### src/rtl/rxr_pkg.sv
package rxr_pkg;
  typedef struct packed {
    logic       byteIn;
    logic       hdrWr;
    logic [1:0] hdrIdx;
    logic       hdrDone;
    logic       lostFrame;
  } rxrStrobe_t;

  localparam logic [2:0] REG_RDPTR = 3'd0;
  localparam logic [2:0] REG_CMD   = 3'd1;
  localparam logic [2:0] REG_CFG   = 3'd2;
  localparam logic [2:0] REG_ISR   = 3'd3;
  localparam logic [2:0] REG_MISS  = 3'd4;

  localparam int ISR_OK  = 0;
  localparam int ISR_ERR = 1;
  localparam int ISR_OVF = 4;
  localparam int ISR_FOV = 6;
  localparam logic [15:0] ISR_MASK = 16'h0053;
endpackage

### src/rtl/rxr_ctrl.sv
module rxr_ctrl
  import rxr_pkg::*;
(
  input  logic       clk,
  input  logic       rstN,
  input  logic       inValid,
  input  logic       inLast,
  input  logic       commitOk,
  output rxrStrobe_t strb
);
  typedef enum logic [1:0] {ST_IDLE, ST_RECV, ST_HDR, ST_DROP} state_t;

  state_t     stQ, stNext;
  logic       ovrQ, ovrNext;
  logic [1:0] hdrCntQ, hdrCntNext;

  always_comb begin
    strb       = '0;
    stNext     = stQ;
    ovrNext    = ovrQ;
    hdrCntNext = hdrCntQ;
    case (stQ)
      ST_IDLE, ST_RECV: begin
        if (inValid) begin
          strb.byteIn = 1'b1;
          if (inLast) begin
            stNext     = commitOk ? ST_HDR : ST_IDLE;
            hdrCntNext = 2'd0;
          end else begin
            stNext = ST_RECV;
          end
        end
      end
      ST_HDR: begin
        strb.hdrWr  = 1'b1;
        strb.hdrIdx = hdrCntQ;
        if (inValid) begin
          if (!ovrQ) strb.lostFrame = 1'b1;
          ovrNext = !inLast;
        end
        hdrCntNext = hdrCntQ + 2'd1;
        if (hdrCntQ == 2'd3) begin
          strb.hdrDone = 1'b1;
          stNext       = ovrNext ? ST_DROP : ST_IDLE;
        end
      end
      default: begin
        if (inValid && inLast) begin
          ovrNext = 1'b0;
          stNext  = ST_IDLE;
        end
      end
    endcase
  end

  always_ff @(posedge clk) begin
    if (!rstN) begin
      stQ     <= ST_IDLE;
      ovrQ    <= 1'b0;
      hdrCntQ <= 2'd0;
    end else begin
      stQ     <= stNext;
      ovrQ    <= ovrNext;
      hdrCntQ <= hdrCntNext;
    end
  end
endmodule

### src/rtl/rxr_datapath.sv
module rxr_datapath
  import rxr_pkg::*;
#(
  parameter int BASE_LOG2 = 13,
  parameter int MAX_IDX   = 2,
  localparam int AW       = BASE_LOG2 + MAX_IDX
) (
  input  logic          clk,
  input  logic          rstN,
  input  rxrStrobe_t    strb,
  input  logic [7:0]    inData,
  input  logic          inLast,
  input  logic [4:0]    inErr,
  input  logic [2:0]    inKind,
  input  logic          regWe,
  input  logic [2:0]    regAddr,
  input  logic [31:0]   regWrData,
  output logic [31:0]   regRdData,
  output logic          commitOk,
  output logic          memWe,
  output logic [AW-1:0] memAddr,
  output logic [7:0]    memData,
  output logic          bufEmpty,
  output logic [AW-1:0] wrOffQ,
  output logic [AW-1:0] rdOff,
  output logic [AW-1:0] lenMask,
  output logic [15:0]   isrQ,
  output logic [23:0]   missedQ
);
  logic [15:0]   rdPtrQ;
  logic [1:0]    sizeIdxQ, effIdx;
  logic [AW:0]   cntQ, lenFull, freeB;
  logic          dropQ;
  logic [31:0]   hdrQ;
  logic [AW+1:0] needQ, needNew, bytePos;
  logic [AW-1:0] freeRaw;
  logic [15:0]   rdSum, statWord, isrSet, isrClr;
  logic          fits, missInc;

  assign effIdx  = (sizeIdxQ > 2'(MAX_IDX)) ? 2'(MAX_IDX) : sizeIdxQ;
  assign lenFull = (AW+1)'(1) << (BASE_LOG2 + int'(effIdx));
  assign lenMask = AW'(lenFull - (AW+1)'(1));
  assign rdSum   = rdPtrQ + 16'd16;
  assign rdOff   = AW'(rdSum) & lenMask;
  assign freeRaw = (rdOff - wrOffQ) & lenMask;
  assign freeB   = (freeRaw == '0) ? lenFull : {1'b0, freeRaw};
  assign bufEmpty = (freeRaw == '0);

  assign bytePos  = (AW+2)'(cntQ) + (AW+2)'(4);
  assign needNew  = ((AW+2)'(cntQ) + (AW+2)'(8)) & ~(AW+2)'(3);
  assign fits     = bytePos < (AW+2)'(freeB);
  assign commitOk = !dropQ && fits && (needNew < (AW+2)'(freeB));
  assign statWord = {inKind, 7'b0, inErr, ~|inErr};

  always_comb begin
    memWe   = 1'b0;
    memAddr = '0;
    memData = '0;
    if (strb.byteIn && fits && !dropQ) begin
      memWe   = 1'b1;
      memAddr = (wrOffQ + AW'(cntQ) + AW'(4)) & lenMask;
      memData = inData;
    end else if (strb.hdrWr) begin
      memWe   = 1'b1;
      memAddr = (wrOffQ + AW'(strb.hdrIdx)) & lenMask;
      memData = hdrQ[8*strb.hdrIdx +: 8];
    end
  end

  always_comb begin
    isrSet          = '0;
    isrSet[ISR_OK]  = strb.hdrDone && hdrQ[0];
    isrSet[ISR_ERR] = strb.hdrDone && !hdrQ[0];
    isrSet[ISR_OVF] = strb.byteIn && inLast && !commitOk;
    isrSet[ISR_FOV] = strb.lostFrame;
    isrClr  = (regWe && regAddr == REG_ISR) ? (regWrData[15:0] & ISR_MASK) : '0;
    missInc = isrSet[ISR_OVF] || isrSet[ISR_FOV];
  end

  always_comb begin
    case (regAddr)
      REG_RDPTR: regRdData = {16'd0, rdPtrQ};
      REG_CMD:   regRdData = {31'd0, bufEmpty};
      REG_CFG:   regRdData = {30'd0, sizeIdxQ};
      REG_ISR:   regRdData = {16'd0, isrQ};
      REG_MISS:  regRdData = {8'd0, missedQ};
      default:   regRdData = '0;
    endcase
  end

  always_ff @(posedge clk) begin
    if (!rstN) begin
      rdPtrQ   <= 16'hFFF0;
      sizeIdxQ <= '0;
      isrQ     <= '0;
      missedQ  <= '0;
      wrOffQ   <= '0;
      cntQ     <= '0;
      dropQ    <= 1'b0;
      hdrQ     <= '0;
      needQ    <= '0;
    end else begin
      if (regWe && regAddr == REG_RDPTR) rdPtrQ   <= regWrData[15:0];
      if (regWe && regAddr == REG_CFG)   sizeIdxQ <= regWrData[1:0];
      isrQ <= (isrQ & ~isrClr) | isrSet;
      if (regWe && regAddr == REG_MISS) missedQ <= '0;
      else if (missInc)                 missedQ <= missedQ + 24'd1;
      if (strb.byteIn) begin
        if (fits && !dropQ) cntQ  <= cntQ + (AW+1)'(1);
        else                dropQ <= 1'b1;
        if (inLast) begin
          if (commitOk) begin
            hdrQ  <= {16'(cntQ) + 16'd1, statWord};
            needQ <= needNew;
          end else begin
            cntQ  <= '0;
            dropQ <= 1'b0;
          end
        end
      end
      if (strb.hdrDone) begin
        wrOffQ <= (wrOffQ + AW'(needQ)) & lenMask;
        cntQ   <= '0;
      end
    end
  end
endmodule

### src/rtl/rxr_writer.sv
module rxr_writer
  import rxr_pkg::*;
#(
  parameter int BASE_LOG2 = 13,
  parameter int MAX_IDX   = 2,
  localparam int AW       = BASE_LOG2 + MAX_IDX
) (
  input  logic          clk,
  input  logic          rstN,
  input  logic          inValid,
  input  logic [7:0]    inData,
  input  logic          inLast,
  input  logic [4:0]    inErr,
  input  logic [2:0]    inKind,
  output logic          memWe,
  output logic [AW-1:0] memAddr,
  output logic [7:0]    memData,
  input  logic          regWe,
  input  logic [2:0]    regAddr,
  input  logic [31:0]   regWrData,
  output logic [31:0]   regRdData,
  output logic          bufEmpty
);
  rxrStrobe_t    strb;
  logic          commitOk;
  logic [AW-1:0] wrOffQ, rdOff, lenMask;
  logic [15:0]   isrQ;
  logic [23:0]   missedQ;

  rxr_ctrl u_ctrl (
    .clk(clk), .rstN(rstN), .inValid(inValid), .inLast(inLast),
    .commitOk(commitOk), .strb(strb)
  );

  rxr_datapath #(.BASE_LOG2(BASE_LOG2), .MAX_IDX(MAX_IDX)) u_dp (
    .clk(clk), .rstN(rstN), .strb(strb), .inData(inData), .inLast(inLast),
    .inErr(inErr), .inKind(inKind), .regWe(regWe), .regAddr(regAddr),
    .regWrData(regWrData), .regRdData(regRdData), .commitOk(commitOk),
    .memWe(memWe), .memAddr(memAddr), .memData(memData), .bufEmpty(bufEmpty),
    .wrOffQ(wrOffQ), .rdOff(rdOff), .lenMask(lenMask), .isrQ(isrQ),
    .missedQ(missedQ)
  );
endmodule

### config.mk
export PLATFORM = sky130hd
export DESIGN_NAME = rxr_writer
export DESIGN_NICKNAME = d
export VERILOG_FILES = /design/src/rtl/rxr_pkg.sv /design/src/rtl/rxr_ctrl.sv /design/src/rtl/rxr_datapath.sv /design/src/rtl/rxr_writer.sv
export SDC_FILE = /design/constraint.sdc
export NUM_CORES = 1
export LEC_CHECK = 0
export ABC_AREA = 1
export BUFFER_PORTS_ARGS = -buffer_cell sky130_fd_sc_hd__buf_2
export CORE_MARGIN = 10
export CORE_UTILIZATION = 30
export CTS_CLUSTER_SIZE = 40
export DETAILED_ROUTE_END_ITERATION = 6
export PLACE_DENSITY = 0.56
export SETUP_SLACK_MARGIN = 0.05
export SLEW_MARGIN = 20
export SYNTH_ARGS = -nofsm -noshare
export SYNTH_HDL_FRONTEND = slang
export SYNTH_SLANG_ARGS = --single-unit
### constraint.sdc
create_clock -name clk -period 15.39 [get_ports clk]
set_input_delay 4.617 -clock clk [delete_from_list [all_inputs] [get_ports clk]]
set_output_delay 4.617 -clock clk [all_outputs]
set_load 0.005 [all_outputs]
-- After elaboration in Yosys (flattened, before gate mapping)
Index checks and enable logic that the tools add are counted.
- word-level logic and storage cells: 119
- register bits: 133
- magnitude comparators: 3
- add/sub/neg operators: 13
- reduce and logical (&&, ||, !) cells: 33
- muxes and demuxes: 36
- shifts and indexed selects: 2
- eq/ne operators: 10
- bitwise operators: 10
- operators by type and width (operator ; count):
    $pmux 24 s5 ; 1
    $and 15x15->15 ; 5
    $mux 16 ; 4
    $lt 17x16->1 ; 2
    $shiftx 32x6->8 ; 1
    $add 15x15->15 ; 2
    $mux 15 ; 2
    $add 24x1->24 const B ; 1
    $mux 2 ; 9
    $add 16x3->17 const B ; 1
    $add 16x4->17 const B ; 1
    $add 16x1->16 const B ; 1
    $and 16x16->16 ; 1
    $mux 8 ; 2
    $not 16->16 ; 1
    $or 16x7->16 ; 1
    $shl 1x5->16 const A ; 1
    $add 15x2->15 ; 1
    $add 15x3->15 const B ; 1
    $add 15x5->15 const B ; 1
    $logic_not 15->1 ; 1
    $sub 15x1->15 const B ; 1
    $sub 15x15->15 ; 1
    $logic_and 1x1->1 ; 13
    26 further kinds ; 52

-- Logic depth before layout (Yosys ltp)
- depth in word-level cells: 17
- mapped depth: 37

-- Modules after synthesis
A second synthesis with hierarchy kept.
- cells, all modules: 1590
- area total of the unflattened synthesis: 10302.4 µm²
- modules (own cells, without submodules) (module ; seq. area each (µm²) ; instances ; cells an instance ; area an instance (µm²)):
    rxr_datapath ; 2322.2 ; 1 ; 1541 ; 9987.1
    rxr_ctrl ; 100.1 ; 1 ; 49 ; 315.3

-- Least setup slack after synthesis
No wires, ideal clock.
- path kind: input -> output
- start point: in regAddr[0]
- end point: out regRdData[13]
- path buffers: 2
- arrival time: 5491 ps
- path slack: 5282 ps
- data required time: 10773 ps
- stages on the path: 5
- path through: nor2_1 > nand2_1 > clkbuf_1 > clkbuf_1 > o22ai_1
- word-level cells in the longest chain between the ends: 2
- elaborated cells between the ends (all ways): 6
- classes of those cells: eq/ne: 4; mux: 1; reduce/logical: 1
- RTL lines (item ; RTL line ; text):
    start, declared ; rxr_writer.sv:19 ; input logic [2:0] regAddr,
    $eq 3x3->1 (tied with other cells) ; rxr_datapath.sv:81 ; case (regAddr)
    $pmux 24 s5 (*) ; rxr_datapath.sv:81 ;
    end, declared ; rxr_writer.sv:21 ; output logic [31:0] regRdData,
Mark *: on every way between the ends. The rest lies on a longest branch, timed or not.

-- Final worst setup path
- start point: in inValid
- end point: out memAddr[4]
- word-level cells in the longest chain between the ends: 5
- RTL lines (item ; RTL line ; text):
    start, declared ; rxr_writer.sv:10 ; input logic inValid,
    $mux 1 ; rxr_ctrl.sv:24 ; if (inValid) begin
    $mux 1 ; rxr_ctrl.sv:22 ; case (stQ)
    $logic_and 1x1->1 (2 in series) ; rxr_datapath.sv:59 ; if (strb.byteIn && fits && !dropQ) begin
    $mux 15 ; rxr_datapath.sv:59 ;
    end, declared ; rxr_writer.sv:16 ; output logic [AW-1:0] memAddr,
Every way passes these cells.

==> run summary <==
* result of the run: finished, final reports clean
* combined area of all synthesized cells: 9990 um^2
* # Post-CTS Setup Buffers: 0
* setup slack after placement: 3.57 ns
* Slew @ Worst Pin: 0.985 ns
* clock input transition at the sequential cells of the worst setup and hold paths: 0.06 ns
* total clock buffers created by CTS: 17
* instance count on the critical path: 8
* top cell type's share of synthesized area: 0.243
* largest area contributor in the netlist: sky130_fd_sc_hd__dfxtp_1
* most used cell, CP: sky130_fd_sc_hd__buf_2
* number of I/O port buffers: 88
* most frequent cell after synthesis: sky130_fd_sc_hd__nand2_1
* area added between synthesis and finish: 13.2%
* diodes inserted: 0
* antenna violations before repair: 2
* CTS H-tree depth: 4
* share of post-route cells with drive strength above 1: 0.0986
* count of final max-slew check failures: 0
* crit start category: input port
* Switching Power: 300 uW
* final period demand of the worst path: 11.79 ns
* prevailing post-synth register cell: sky130_fd_sc_hd__dfxtp_1
* sink count of the clock tree: 121
* cells resized by post-CTS repair: 0
* horizontal extent of the die: 202 um
* synthesized instance count: 1538
* Overflow after GRT: 0
* start point of the critical path: inValid
* critical path arrival: 7.17 ns
* last element of the critical path: memAddr[4]
* list of cells traversed by the critical path: buf_2, inv_2, nor2_2, nand2_1, inv_1, nand3_1, a21oi_1, buf_2
* max frequency: 0.0848 GHz
* final WL: 33300 um
* average detailed-routed wire length per instance: 16.2 um
* setup repair after global routing missed its margin: false
* DRC marker count from the first detailed-route iteration: 742
* sequential cell fraction of total power: 0.358
* DRC violations left: 0
* synthesis-stage register bit count: 121
* power density normalized to cell area: 82.6 nW/um^2
* Total Negative Setup Slacks: 0 ns
* post-route setup slack: 3.60 ns
* Initial DRT Pass Iterations: 5
* part of the power in combinational logic: 0.211
* data required time of the worst path: 10.77 ns
* area of the core region: 32700 um^2
* startpoint of the lowest-slack register-to-register path: u_dp.rdPtrQ[4]
* fraction of synthesis flops using an asynchronous set or reset pin: 0
* pin count of the biggest net entering global routing: 60
* Ys Warns: 0
* vias in the first global route: 9757
* count of max-cap constraint violations: 0
* post-route total power: 934 uW
* Worst R2R Setup Slack: 9.11 ns
* clock share of power: 0.431
* DPL Wire Length: 26200 um
* sequential cell area fraction in the yosys report: 0.243
* leading cell types by count after synthesis: sky130_fd_sc_hd__nand2_1, sky130_fd_sc_hd__nor2_1, sky130_fd_sc_hd__inv_1, sky130_fd_sc_hd__a21oi_1, sky130_fd_sc_hd__nand3_1
* dominant cells by area after synthesis: sky130_fd_sc_hd__dfxtp_1, sky130_fd_sc_hd__nand2_1, sky130_fd_sc_hd__ha_1
* worst hold slack after final layout: 0.468 ns
* static leakage: 5.27 nW
* last weighted congestion value of the routability-driven placer: 0.947
* Internal Dissipation: 633 uW
* first-pass GRT wire length: 53000 um
* Row Count: 66
* gate family responsible for the most delay along the worst path: simple AND/OR/NAND/NOR gates
* DIE AREA: 41000 um^2
* worst voltage drop across the vdd grid: 0.0000668 V
* number of enable-type register cells in the synthesized netlist: 0
* Setup violations, final: 0
* # nets final: 1752
* clock tree from TritonCTS: yes
* cell chosen for the clock root: sky130_fd_sc_hd__clkbuf_16
* initial cell density of the core: 0.305
* average via count per standard cell: 4.96
* count of cell types in the netlist: 54
* critical setup path kind: in2out
* Finished Layout Cells: 2054
* post-route fraction of the period consumed by the critical path: 0.766
* largest fanout on the critical path: 18
* path depth of the worst reg2reg path: 31
* count of endpoints failing hold in the final timing report: 0
* clock skew after layout: 0.0141 ns
* number of vias after detailed routing: 10200
* cell with the largest stage delay on the worst path: sky130_fd_sc_hd__nor2_2
* Clock Path Buffers: 2
* relative slew slack: 0.341
* count of boundary I/O pins: 113
* final antenna-violating net count: 0
* Sw Share: 0.322
* Syn Area/Cell: 6.49 um^2
* buffers plus inverters on the worst setup path: 4
* worst hold path cell count: 2
* latest clock arrival within the worst-skew pair: 0.44 ns
* r2r endpoint: u_dp.hdrQ[26]
* Hold Crit Class: reg2reg
* final design area excluding fillers: 11300 um^2
* share of the core filled with cells in the final layout: 0.346
* height of the chip: 202 um
* GRT Resource Usage Total: 0.159
* hold-fix buffer count after cts: 0
* Crit path largest cell delay: 0.63 ns
* Inst Count DP: 2022
* Placed Area: 10700 um^2
* Crit. End Element: output port
==> worst register-to-register path: cells and delay by family, from the launching register on <==
family          cells  cell delay, ns
fa+ha+maj           2            0.65
simple gates       22            3.63
flops               1            0.33
xor+xnor            2            0.59
compound gates      1            0.16
buf+inv             4            0.82
==> registers in the layout, indices dropped and copies added, names as in the netlist <==
register / cells
u_dp.wrOffQ: 15
u_dp.isrQ: 4
u_dp.dropQ: 1
u_ctrl.hdrCntQ: 2
u_dp.sizeIdxQ: 2
u_ctrl.ovrQ: 1
u_dp.hdrQ: 25
u_dp.cntQ: 16
u_dp.missedQ: 24
u_dp.rdPtrQ: 16
u_dp.needQ: 13
u_ctrl.stQ: 2
==> power groups by stage <==
stage	sequential [mW]	combinational (mW)	clock, mW
floorplan	0.337	0.143	0
global placement	0.341	0.194	0
detailed placement	0.341	0.196	0
CTS	0.334	0.197	0.409
global route	0.335	0.225	0.421
finish	0.334	0.197	0.402
==> cell families after synthesis <==
logic type,count (synthesis),synth area share
compound gates,285,0.155
xor+xnor,76,0.0667
mux,1,0.00113
flops,121,0.243
simple gates,730,0.313
buf+inv,226,0.0957
other cells,2,0.000752
fa+ha+maj,97,0.125
==> cell type report <==
type | count | area, um^2
Fill cell | 3647 | 21400
Multi-Input combinational cell | 1201 | 6660
Sequential cell | 121 | 2420
Inverter | 166 | 623
Tap cell | 442 | 553
Timing Repair Buffer | 92 | 470
Clock buffer | 21 | 460
Clock inverter | 11 | 123
==> routing by layer <==
metal,up-vias,wire length (um),global-route usage
met5,-,27,0
met4,4,475,0.0400
met3,33,1790,0.0317
met2,247,15300,0.259
met1,4734,15700,0.211
li1,5178,-,-
==> cells in the final DEF (no fill, tap or decap), types with 5 or more instances in the layout <==
cell / n
sky130_fd_sc_hd__xnor2_1: 13
sky130_fd_sc_hd__conb_1: 12
sky130_fd_sc_hd__ha_1: 93
sky130_fd_sc_hd__inv_2: 5
sky130_fd_sc_hd__xor2_1: 63
sky130_fd_sc_hd__buf_2: 88
sky130_fd_sc_hd__dfxtp_1: 121
sky130_fd_sc_hd__nor2_2: 6
sky130_fd_sc_hd__nand3_1: 124
sky130_fd_sc_hd__o211ai_1: 14
sky130_fd_sc_hd__clkbuf_16: 17
sky130_fd_sc_hd__or2_2: 7
sky130_fd_sc_hd__inv_1: 161
sky130_fd_sc_hd__nand3_2: 5
sky130_fd_sc_hd__a21oi_1: 128
sky130_fd_sc_hd__nor2_1: 181
sky130_fd_sc_hd__nor3_1: 20
sky130_fd_sc_hd__nand4_1: 17
sky130_fd_sc_hd__o21ai_0: 102
sky130_fd_sc_hd__nand2_1: 346
sky130_fd_sc_hd__nand2_2: 5
sky130_fd_sc_hd__o22ai_1: 13
==> worst min-delay path by stage <==
stage | to | from
2_1_floorplan | u_dp.rdPtrQ[15] | u_dp.rdPtrQ[15]
4_1_cts | u_dp.hdrQ[20] | u_dp.hdrQ[20]
5_1_grt | u_dp.hdrQ[20] | u_dp.hdrQ[20]
6_report | u_dp.isrQ[6] | u_dp.isrQ[6]
3_3_place_gp | u_dp.hdrQ[20] | u_dp.hdrQ[20]
3_5_place_dp | u_dp.rdPtrQ[15] | u_dp.rdPtrQ[15]
Power figures use the tool's default switching activity.
